[src/rtl/decAluPkg.sv]
package decAluPkg;
  typedef struct packed {
    logic load;
    logic wide;
    logic decimal;
    logic sub;
  } aluStrobeT;
endpackage

[src/rtl/bcdDigit.sv]
module bcdDigit (
  input  logic [3:0] aNib,
  input  logic [3:0] bNib,
  input  logic       cin,
  input  logic       decimal,
  input  logic       sub,
  output logic [3:0] rNib,
  output logic [3:0] partNib,
  output logic       cout
);
  logic [4:0] rawSum;

  assign rawSum  = {1'b0, aNib} + {1'b0, bNib} + {4'd0, cin};
  assign partNib = rawSum[3:0];

  always_comb begin
    rNib = rawSum[3:0];
    cout = rawSum[4];
    if (decimal && !sub && (rawSum >= 5'd10)) begin
      rNib = rawSum[3:0] + 4'd6;
      cout = 1'b1;
    end else if (decimal && sub && !rawSum[4]) begin
      rNib = rawSum[3:0] - 4'd6;
      cout = 1'b0;
    end
  end
endmodule

[src/rtl/aluCtrl.sv]
module aluCtrl
  import decAluPkg::*;
(
  input  logic      clk,
  input  logic      rstN,
  input  logic      inValid,
  input  logic      wideMode,
  input  logic      decimalMode,
  input  logic      subtract,
  output aluStrobeT strobe,
  output logic      outValid
);
  always_comb begin
    strobe.load    = inValid;
    strobe.wide    = wideMode;
    strobe.decimal = decimalMode;
    strobe.sub     = subtract;
  end

  always_ff @(posedge clk or negedge rstN) begin
    if (!rstN) outValid <= 1'b0;
    else       outValid <= inValid;
  end


  valid_follow_chk: assert property (@(posedge clk) disable iff (!rstN)
    inValid |=> outValid);

  valid_drop_chk: assert property (@(posedge clk) disable iff (!rstN)
    !inValid |=> !outValid);
endmodule

[src/rtl/aluDatapath.sv]
module aluDatapath
  import decAluPkg::*;
#(
  parameter int WIDTH = 16
) (
  input  logic             clk,
  input  logic             rstN,
  input  aluStrobeT        strobe,
  input  logic [WIDTH-1:0] accIn,
  input  logic [WIDTH-1:0] operand,
  input  logic             carryIn,
  output logic [WIDTH-1:0] accOut,
  output logic             carryOut,
  output logic             overflowOut,
  output logic             negOut,
  output logic             zeroOut
);
  localparam int DIGITS  = WIDTH / 4;
  localparam int HALF    = WIDTH / 2;
  localparam int HALFDIG = DIGITS / 2;

  logic [WIDTH-1:0] widthMask, aMasked, bMasked, sumFull, partFull, ovfSrc, ovfVec;
  logic [DIGITS:0]  digitCarry;
  logic [WIDTH-1:0] nextAcc;
  logic             nextCarry, nextOvf, nextNeg, nextZero;

  assign widthMask = strobe.wide ? {WIDTH{1'b1}} : {{HALF{1'b0}}, {HALF{1'b1}}};
  assign aMasked   = accIn & widthMask;
  assign bMasked   = (strobe.sub ? ~operand : operand) & widthMask;
  assign digitCarry[0] = carryIn;

  generate
    for (genvar d = 0; d < DIGITS; d++) begin : gDigit
      bcdDigit uDigit (
        .aNib    (aMasked[4*d +: 4]),
        .bNib    (bMasked[4*d +: 4]),
        .cin     (digitCarry[d]),
        .decimal (strobe.decimal),
        .sub     (strobe.sub),
        .rNib    (sumFull[4*d +: 4]),
        .partNib (partFull[4*d +: 4]),
        .cout    (digitCarry[d+1])
      );
    end
  endgenerate

  assign ovfSrc = strobe.decimal ? partFull : sumFull;
  assign ovfVec = (ovfSrc ^ aMasked) & (ovfSrc ^ bMasked);

  always_comb begin
    if (strobe.wide) begin
      nextAcc   = sumFull;
      nextCarry = digitCarry[DIGITS];
      nextOvf   = ovfVec[WIDTH-1];
      nextNeg   = sumFull[WIDTH-1];
      nextZero  = (sumFull == '0);
    end else begin
      nextAcc   = {accIn[WIDTH-1:HALF], sumFull[HALF-1:0]};
      nextCarry = digitCarry[HALFDIG];
      nextOvf   = ovfVec[HALF-1];
      nextNeg   = sumFull[HALF-1];
      nextZero  = (sumFull[HALF-1:0] == '0);
    end
  end

  always_ff @(posedge clk or negedge rstN) begin
    if (!rstN) begin
      accOut      <= '0;
      carryOut    <= 1'b0;
      overflowOut <= 1'b0;
      negOut      <= 1'b0;
      zeroOut     <= 1'b0;
    end else if (strobe.load) begin
      accOut      <= nextAcc;
      carryOut    <= nextCarry;
      overflowOut <= nextOvf;
      negOut      <= nextNeg;
      zeroOut     <= nextZero;
    end
  end


  hold_state_chk: assert property (@(posedge clk) disable iff (!rstN)
    !strobe.load |=> ($stable(accOut) && $stable(carryOut) && $stable(overflowOut)
                      && $stable(negOut) && $stable(zeroOut)));

  upper_keep_chk: assert property (@(posedge clk) disable iff (!rstN)
    (strobe.load && !strobe.wide) |=> (accOut[WIDTH-1:HALF] == $past(accIn[WIDTH-1:HALF])));

  neg_flag_chk: assert property (@(posedge clk) disable iff (!rstN)
    strobe.load |=> (negOut == ($past(strobe.wide) ? accOut[WIDTH-1] : accOut[HALF-1])));

  zero_flag_chk: assert property (@(posedge clk) disable iff (!rstN)
    strobe.load |=> (zeroOut == ($past(strobe.wide) ? (accOut == '0)
                                                     : (accOut[HALF-1:0] == '0))));
endmodule

[src/rtl/decAddSub.sv]
module decAddSub
  import decAluPkg::*;
#(
  parameter int WIDTH = 16
) (
  input  logic             clk,
  input  logic             rstN,
  input  logic             inValid,
  input  logic [WIDTH-1:0] accIn,
  input  logic [WIDTH-1:0] operand,
  input  logic             carryIn,
  input  logic             decimalMode,
  input  logic             wideMode,
  input  logic             subtract,
  output logic             outValid,
  output logic [WIDTH-1:0] accOut,
  output logic             carryOut,
  output logic             overflowOut,
  output logic             negOut,
  output logic             zeroOut
);
  aluStrobeT strobe;

  aluCtrl uCtrl (
    .clk         (clk),
    .rstN        (rstN),
    .inValid     (inValid),
    .wideMode    (wideMode),
    .decimalMode (decimalMode),
    .subtract    (subtract),
    .strobe      (strobe),
    .outValid    (outValid)
  );

  aluDatapath #(.WIDTH(WIDTH)) uPath (
    .clk         (clk),
    .rstN        (rstN),
    .strobe      (strobe),
    .accIn       (accIn),
    .operand     (operand),
    .carryIn     (carryIn),
    .accOut      (accOut),
    .carryOut    (carryOut),
    .overflowOut (overflowOut),
    .negOut      (negOut),
    .zeroOut     (zeroOut)
  );
endmodule

[config.mk]
export PLATFORM = sky130hd
export DESIGN_NAME = decAddSub
export DESIGN_NICKNAME = d
export VERILOG_FILES = /design/src/rtl/decAluPkg.sv /design/src/rtl/bcdDigit.sv /design/src/rtl/aluCtrl.sv /design/src/rtl/aluDatapath.sv /design/src/rtl/decAddSub.sv
export SDC_FILE = /design/constraint.sdc
export NUM_CORES = 1
export LEC_CHECK = 0
export ABC_AREA = 0
export CAP_MARGIN = 20
export CORE_MARGIN = 1.5
export CORE_UTILIZATION = 49
export CTS_BUF_LIST = sky130_fd_sc_hd__clkbuf_4 sky130_fd_sc_hd__clkbuf_8
export DETAILED_ROUTE_END_ITERATION = 8
export DONT_BUFFER_PORTS = 1
export PLACE_DENSITY = 0.63
export SLEW_MARGIN = 20
export SYNTH_ARGS = -nofsm -noshare
export SYNTH_HDL_FRONTEND = slang
export SYNTH_SLANG_ARGS = --single-unit
[constraint.sdc]
create_clock -name clk -period 0.8 [get_ports clk]
set_input_delay 0.16 -clock clk [delete_from_list [all_inputs] [get_ports clk]]
set_output_delay 0.16 -clock clk [all_outputs]
set_load 0.03 [all_outputs]
==> impl_results.md, run 1 <==
* Reg2Reg Depth at 2
* Hold-fix buffers at CTS at 2
* Placer Congestion at 0.9163
* Via count at 2,853
* Sw Share at 0.4179
* Avg Inst Size Synth at 8.164 um^2
* Synth warn at 0
* Diodes inserted at 0
* Max Fclk at 142.9 MHz
* Buf/Inv on CP at 7
* Die Footprint at 5848 um^2
* Violated checks: negative hold slack, negative setup slack
* Worst Path Arrival at 7.17 ns
* Pin count of the biggest net entering global routing at 37
* Post-synth EDFFs at 0
* Switching Power at 3.720 mW
* Dpl ws at -6.596 ns
* Drc violations at 0
* CP delay by family, top: adder cells
* Final nets at around 500
* CTS sink count at 21
* Placed cells at 462
* RR Startpoint: uPath.accOut[14]
* Period Utilization, post-route at 8.746
* Status: complete, but fails checks
* Syn_nets at 391
* Global-route wire length before repair at 13,400 um
* Critical Path Source Type: input port
* WP data required at 0.97 ns
* Main flop type after synthesis: dfrtp_1
* Final WS setup at -6.197 ns
* Remaining antenna violation count at 0
* Die Ht at 76.47 um
* Max clock buf depth at 2
* WS Path Type: input port to flip-flop
* Post-synth top cells: nor2_1 (33), inv_1 (24), dfrtp_1 (21)
* Clock Skew at 0 ns
* Final hold violation count at 21
* Buffers on Ports at 0
* Post-synth ARST share at 1.000
* Synth top area share at 0.1987
* Rel. slew slack at 0.6036
* Worst-Margin Slew at a little under 0.6 ns
* Area Growth Syn to Fin at 52.60%
* Drt total wl at 8426 um
* Worst path slowest cell: fa_2
* Clock Pin Slew Worst Setup and Hold Paths at 0.09 ns
* Pint at approximately 5.2 mW
* Starting Density at 0.5146
* Post-route minimum period at about 7.0 ns
* DRT iter0 DRCs at 214
* Via-per-instance ratio at just under 6
* Initial antenna violation count at 0
* Synth area leader: dfrtp_1
* Register bit count reported by yosys at 21
* Gate power share at 0.742
* Vias in the first global route at 2,763
* Hold WS at -0.1570 ns
* Netlist cell types at 62
* Worst skew pair latency at 0.25 ns
* Slew Viols, Final at 0
* Synthesized cell area at 2645 um^2
* Crit path capture type: flip-flop
* Clock power frac at 0.083
* R2R setup slack at -0.11 ns
* Tot Pwr at 8.902 mW
* Total power density per cell area at 2205 nW/um^2
* Layout cells sized above 1 at 0.4426
* Unrepaired setup endpoints after global routing: yes
* Synth Instances at 324
* Flop pwr share at 0.175
* Sequential element share of the synthesized area at 0.1987
* Die W at 76.47 um
* Total global routing overflow at 0
* RR Endpoint: uPath.accOut[14]
* Core Footprint at 5140 um^2
* Endpoints failing setup at 41
* Area contributors post-synth: dfrtp_1 (20%), ha_1 (9.5%), fa_1 (6.1%)
* Total of max-cap violations at 0
* CTS buffer count at 3
* Most common cell in the netlist: nor2_1
* All-Layer GR Usage at 0.2835
* CP dominant cell by count: fa_2
* Row cnt at 26
* Fill cells at 396
* CP max stage delay at 0.49 ns
* Hold Crit Class: input port to asynchronous set/reset pin
* Peak supply drop at 1277 uV
* CP Max Fanout at 36
* First-pass iteration count of the detailed router at 4
* Non-Filler Instances at 488
* H-tree depth at 1
* Post-detail-place hpwl at roughly 5800 um
* Per-cell routed wire length at approximately 17 um
* Leakage at 1.810 nW
* CTS tree: done
* Clk root buf: clkbuf_8
* Ports at 60
-- repair_timing --
item | in CTS | in global routing
setup buffers | 17 | 7
resized for setup | 46 | 22
hold endpoints to repair | 35 | 21
endpoints found under the setup margin | 41 | 42
pin swaps | 25 | 22
-- worst reg2reg max path, delay by kind of cell (launching register included) --
kind	cells	cell delay [ns]
buf+inv	1	0.14
flops	1	0.41
mux	1	0.25
-- state kept, by name, indices dropped and copies added, names as in the netlist --
name and cells:
uCtrl.outValid 1, uPath.accOut 16, uPath.negOut 1, uPath.zeroOut 1, uPath.carryOut 1, uPath.overflowOut 1
-- stage by stage --
stage	utilization	instance area, um^2	setup TNS [ns]
after detailed placement	0.6838	3515	-85.37
final	0.7853	4036	-82.01
after floorplan	-	2810	-91.47
after CTS	0.7583	3897	-89.48
after global routing	0.7853	4036	-86.41
after global placement	0.6838	3515	-83.41
-- per-layer routing --
layer,up-vias,part of all wire,track usage
met3,26,0.071,0.03593
met2,140,0.49,0.4607
li1,1343,-,-
met1,1344,0.41,0.3819
met5,-,0,0
met4,0,0.029,0.1130
-- how the worst max path moves through the flow --
stage / slack [ns] / start / to / cells past startpoint
2_1_floorplan: -6.84 / subtract / uPath.negOut / 41
4_1_cts: -6.14 / subtract / uPath.negOut / 35
3_5_place_dp: -6.60 / subtract / uPath.zeroOut / 35
3_3_place_gp: -6.45 / subtract / uPath.zeroOut / 35
6_report: -6.20 / subtract / uPath.zeroOut / 33
5_1_grt: -6.48 / subtract / uPath.zeroOut / 33
-- power groups by stage --
stage,Sequential (mW),Combinational [mW],Clock [mW]
final,1.56,6.60,0.738
after global routing,1.59,7.05,0.781
after CTS,1.56,6.20,0.727
after detailed placement,1.57,5.36,0
after global placement,1.55,5.23,0
after floorplan,1.99,2.74,0
-- cell families after synthesis --
| kind of cell | count (synthesis) | share of synthesized area |
|---|---|---|
| flip-flops | 21 | 0.1987 |
| XOR/XNOR | 25 | 0.08562 |
| adder cells (fa/ha/maj) | 28 | 0.1552 |
| buffers and inverters | 44 | 0.07237 |
| AND/OR/NAND/NOR | 114 | 0.2171 |
| multiplexers | 16 | 0.06859 |
| AO/OA/AOI/OAI | 76 | 0.2025 |
-- area by class of cell --
class / count / area (um^2) / area share
Timing Repair Buffer: 108 / 973.4 / 0.2412
Tap cell: 70 / 87.58 / 0.02170
Clock inverter: 1 / 5.005 / 0.001240
Inverter: 26 / 100.1 / 0.02480
Clock buffer: 3 / 41.29 / 0.01023
Sequential cell: 21 / 526.8 / 0.1305
Multi-Input combinational cell: 259 / 2302 / 0.5704
-- cell usage in the layout, fill, tap and decap left out, drive strengths merged, types with 4 or more instances in the layout --
cell type  instances
o211ai             7
and2               8
inv               26
o31ai              7
ha                20
a21oi             20
or3                6
nor2              33
buf              107
nor3              11
xor2              14
nand3             12
nor4               4
nand2             20
xnor2             11
o21ai             11
fa                 8
mux2i              8
mux2               7
dfrtp             21
(Power assumes the default switching activity.)
==> run 2, diff against run 1 <==
Settings changed: ABC_AREA 0 to unset, REMOVE_ABC_BUFFERS set to 1.
==> run 2 against run 1 <==
  * The flow still finishes with violations (negative hold slack, negative setup slack)
  * Sequential share of layout area is 0.40 points lower
  * Clock power is 4.1% higher
  * Clock skew unchanged
  * Core utilization rose by 2.5 points
  * Worst hold slack improved by 0.013 ns
  * Combinational power rose by 5.6%
  * Non-clock buffer count grew 5
  * Clock-buffer cell count unchanged
  * Via count grew 2.6%
  * Global-route usage rose by 0.95 points
  * Critical path type unchanged
==> impl_results.md, run 2 (synthesis gave the netlist of run 1 again) <==
* Die Ht at 76.47 um (unchanged)
* Area Growth Syn to Fin at 57.47% (was 52.60%)
* Drt total wl at 8705 um (was 8426 um)
* Critical Path Source Type: input port (unchanged)
* Biggest register: uPath.accOut (unchanged)
* Die Footprint at 5848 um^2 (unchanged)
* DRT iter0 DRCs at 209 (was 214)
* Worst Path Arrival at 7.19 ns (was 7.17 ns)
* Clock Pin Slew Worst Setup and Hold Paths at 0.09 ns (about the same)
* Wire length on met3 at 554 um (was 601 um)
* Crit path capture type: flip-flop (unchanged)
* Starting Density at 0.5146 (unchanged)
* CP Max Fanout at 36 (unchanged)
* H-tree depth at 1 (unchanged)
* Layout cells sized above 1 at 0.4681 (was 0.4426)
* Rel. slew slack at 0.5105 (was 0.6036)
* CTS tree: done (unchanged)
* Post-detail-place hpwl at 5637 um (was 5825 um)
* Core Footprint at 5140 um^2 (unchanged)
* Via-per-instance ratio at 5.937 (was 5.846)
* Final hold violation count at 21 (unchanged)
* Total of max-cap violations at 0 (unchanged)
* Pin count of the biggest net entering global routing at 37 (unchanged)
* Worst path slowest cell: fa_2 (unchanged)
* Endpoints failing setup at 41 (unchanged)
* Max Fclk at 142.7 MHz (was 142.9 MHz)
* RR Startpoint: uPath.accOut[0] (was uPath.accOut[14])
* Fill cells at 338 (was 396)
* DR top layer: met4 (unchanged)
* Reg2Reg Depth at 2 (unchanged)
* Leakage at 1.861 nW (was 1.810 nW)
* Hold Crit Class: input port to asynchronous set/reset pin (unchanged)
* Clk root buf: clkbuf_8 (unchanged)
* Status: complete, but fails checks (unchanged)
* Slew Viols, Final at 0 (unchanged)
* R2R setup slack at -0.13 ns (was -0.11 ns)
* Final WS setup at -6.209 ns (was -6.197 ns)
* Total global routing overflow at 0 (unchanged)
* Vias in the first global route at 2,886 (was 2,763)
* CP dominant cell by count: fa_2 (unchanged)
* Row cnt at 26 (unchanged)
* Max reg flops at 16 (unchanged)
* Dpl ws at -7.073 ns (was -6.596 ns)
* Worst skew pair latency at 0.27 ns (was 0.25 ns)
* RR Endpoint: uPath.accOut[0] (was uPath.accOut[14])
* WP data required at 0.98 ns (was 0.97 ns)
* Metal2 WL at 4257 um (was 4141 um)
* CP max stage delay at 0.44 ns (was 0.49 ns)
* Global-route wire length before repair at 13,860 um (was 13,400 um)
* Hold WS at -0.1439 ns (was -0.1570 ns)
* Remaining antenna violation count at 0 (unchanged)
* CTS sink count at 21 (unchanged)
* Post-route minimum period at 7.009 ns (was 6.997 ns)
* First-pass iteration count of the detailed router at 4 (unchanged)
* Final nets at 491 (was 486)
* Via count at 2,927 (was 2,853)
* Initial antenna violation count at 0 (unchanged)
* Register area at 526.8 um^2 (unchanged)
* Worst-Margin Slew at 0.7342 ns (was 0.5946 ns)
* Violated checks: negative hold slack, negative setup slack (unchanged)
* Max clock buf depth at 2 (unchanged)
* Period Utilization, post-route at 8.761 (was 8.746)
* Ports at 60 (unchanged)
* Routed met1 length at 3648 um (was 3442 um)
* Placer Congestion at 0.9256 (was 0.9163)
* All-Layer GR Usage at 0.2931 (was 0.2835)
* Total power density per cell area at 2236 nW/um^2 (was 2205 nW/um^2)
* Multi-input gate area at 2323 um^2 (was 2302 um^2)
* Diodes inserted at 0 (unchanged)
* Peak supply drop at 1330 uV (was 1277 uV)
* Per-cell routed wire length at 17.66 um (was 17.27 um)
* Die W at 76.47 um (unchanged)
* Clock Skew at 0 ns (unchanged)
* CTS buffer count at 3 (unchanged)
* Commonest non-fill, non-tap cell in the layout: buf_4 (unchanged)
* Buffers on Ports at 0 (unchanged)
* Drc violations at 0 (unchanged)
* Tot Pwr at 9.314 mW (was 8.902 mW)
* Most frequent cells in the layout: buf_4 (80), nor2_1 (31), nand2_1 (20), dfrtp_1 (20), buf_6 (18) (was buf_4 (82), nor2_1 (32), nand2_1 (20), dfrtp_1 (20))
* WS Path Type: input port to flip-flop (unchanged)
* Hold-fix buffers at CTS at 2 (unchanged)
* Unrepaired setup endpoints after global routing: yes (unchanged)
==> run 2: changes by cell type in the layout (fill, tap and decap cells not counted), sizes merged <==
| cell | before | now |
|---|---|---|
| buf | 107 | 112 |
==> run 2: critical path, delay by kind of cell <==
family,cells,cell delay (ns)
adders and majority gates,10,3.04
AOI/OAI and AO/OA,10,1.93
buffers and inverters,10,0.87
xor gates and xnor gates,4,0.73
and+or+nand+nor,4,0.45
==> run 2: final cells by class <==
cell class | count | area share
multi-input cells | 259 | 0.5578
inverters | 26 | 0.02403
well taps | 70 | 0.02103
clock buffers | 3 | 0.009913
repair buffers | 113 | 0.2595
flip-flops and latches | 21 | 0.1265
clock inverters | 1 | 0.001202
==> run 2: layer usage <==
metal,up-vias,track usage
li1,1359,-
met1,1420,0.3848
met2,123,0.5018
met3,25,0.03473
met4,0,0.09074
met5,-,0
==> run 2: worst max-delay path by stage <==
stage               startpoint             to  slack (ns)  cells after the start
floorplan             subtract   uPath.negOut       -6.80                     36
global placement      subtract  uPath.zeroOut       -6.80                     34
detailed placement    subtract  uPath.zeroOut       -7.07                     34
CTS                   subtract  uPath.zeroOut       -6.05                     36
global route          subtract  uPath.zeroOut       -6.56                     37
finish                subtract  uPath.zeroOut       -6.21                     38
==> run 2: repair_timing <==
| action | CTS | global route |
|---|---|---|
| gates resized for setup | 72 | 40 |
| buffers inserted | 15 | 17 |
| endpoints found under the hold margin | 35 | 21 |
| endpoints found under the setup margin | 41 | 42 |
| pin swaps | 20 | 18 |
==> run 2: power breakdown <==
group | switching [mW] | internal [mW] | leakage, nW | total, mW
combinational | 3.18 | 3.79 | 1.59 | 6.97
clock | 0.419 | 0.349 | 0.0255 | 0.768
sequential | 0.257 | 1.32 | 0.245 | 1.58
total | 3.86 | 5.46 | 1.86 | 9.31
==> run 2: stage by stage <==
stage / std cells / cell area [um^2] / TNS, ns / util / hold WS (ns)
2_1_floorplan: 306 / 2551 / -86.23 / - / -0.1356
3_3_place_gp: 465 / 3470 / -86.52 / 0.6750 / -0.1352
3_5_place_dp: 465 / 3470 / -90.25 / 0.6750 / -0.1351
4_1_cts: 484 / 3923 / -91.18 / 0.7631 / 0.03366
5_1_grt: 493 / 4165 / -87.26 / 0.8104 / -0.09585
6_report: 493 / 4165 / -82.31 / 0.8104 / -0.1439
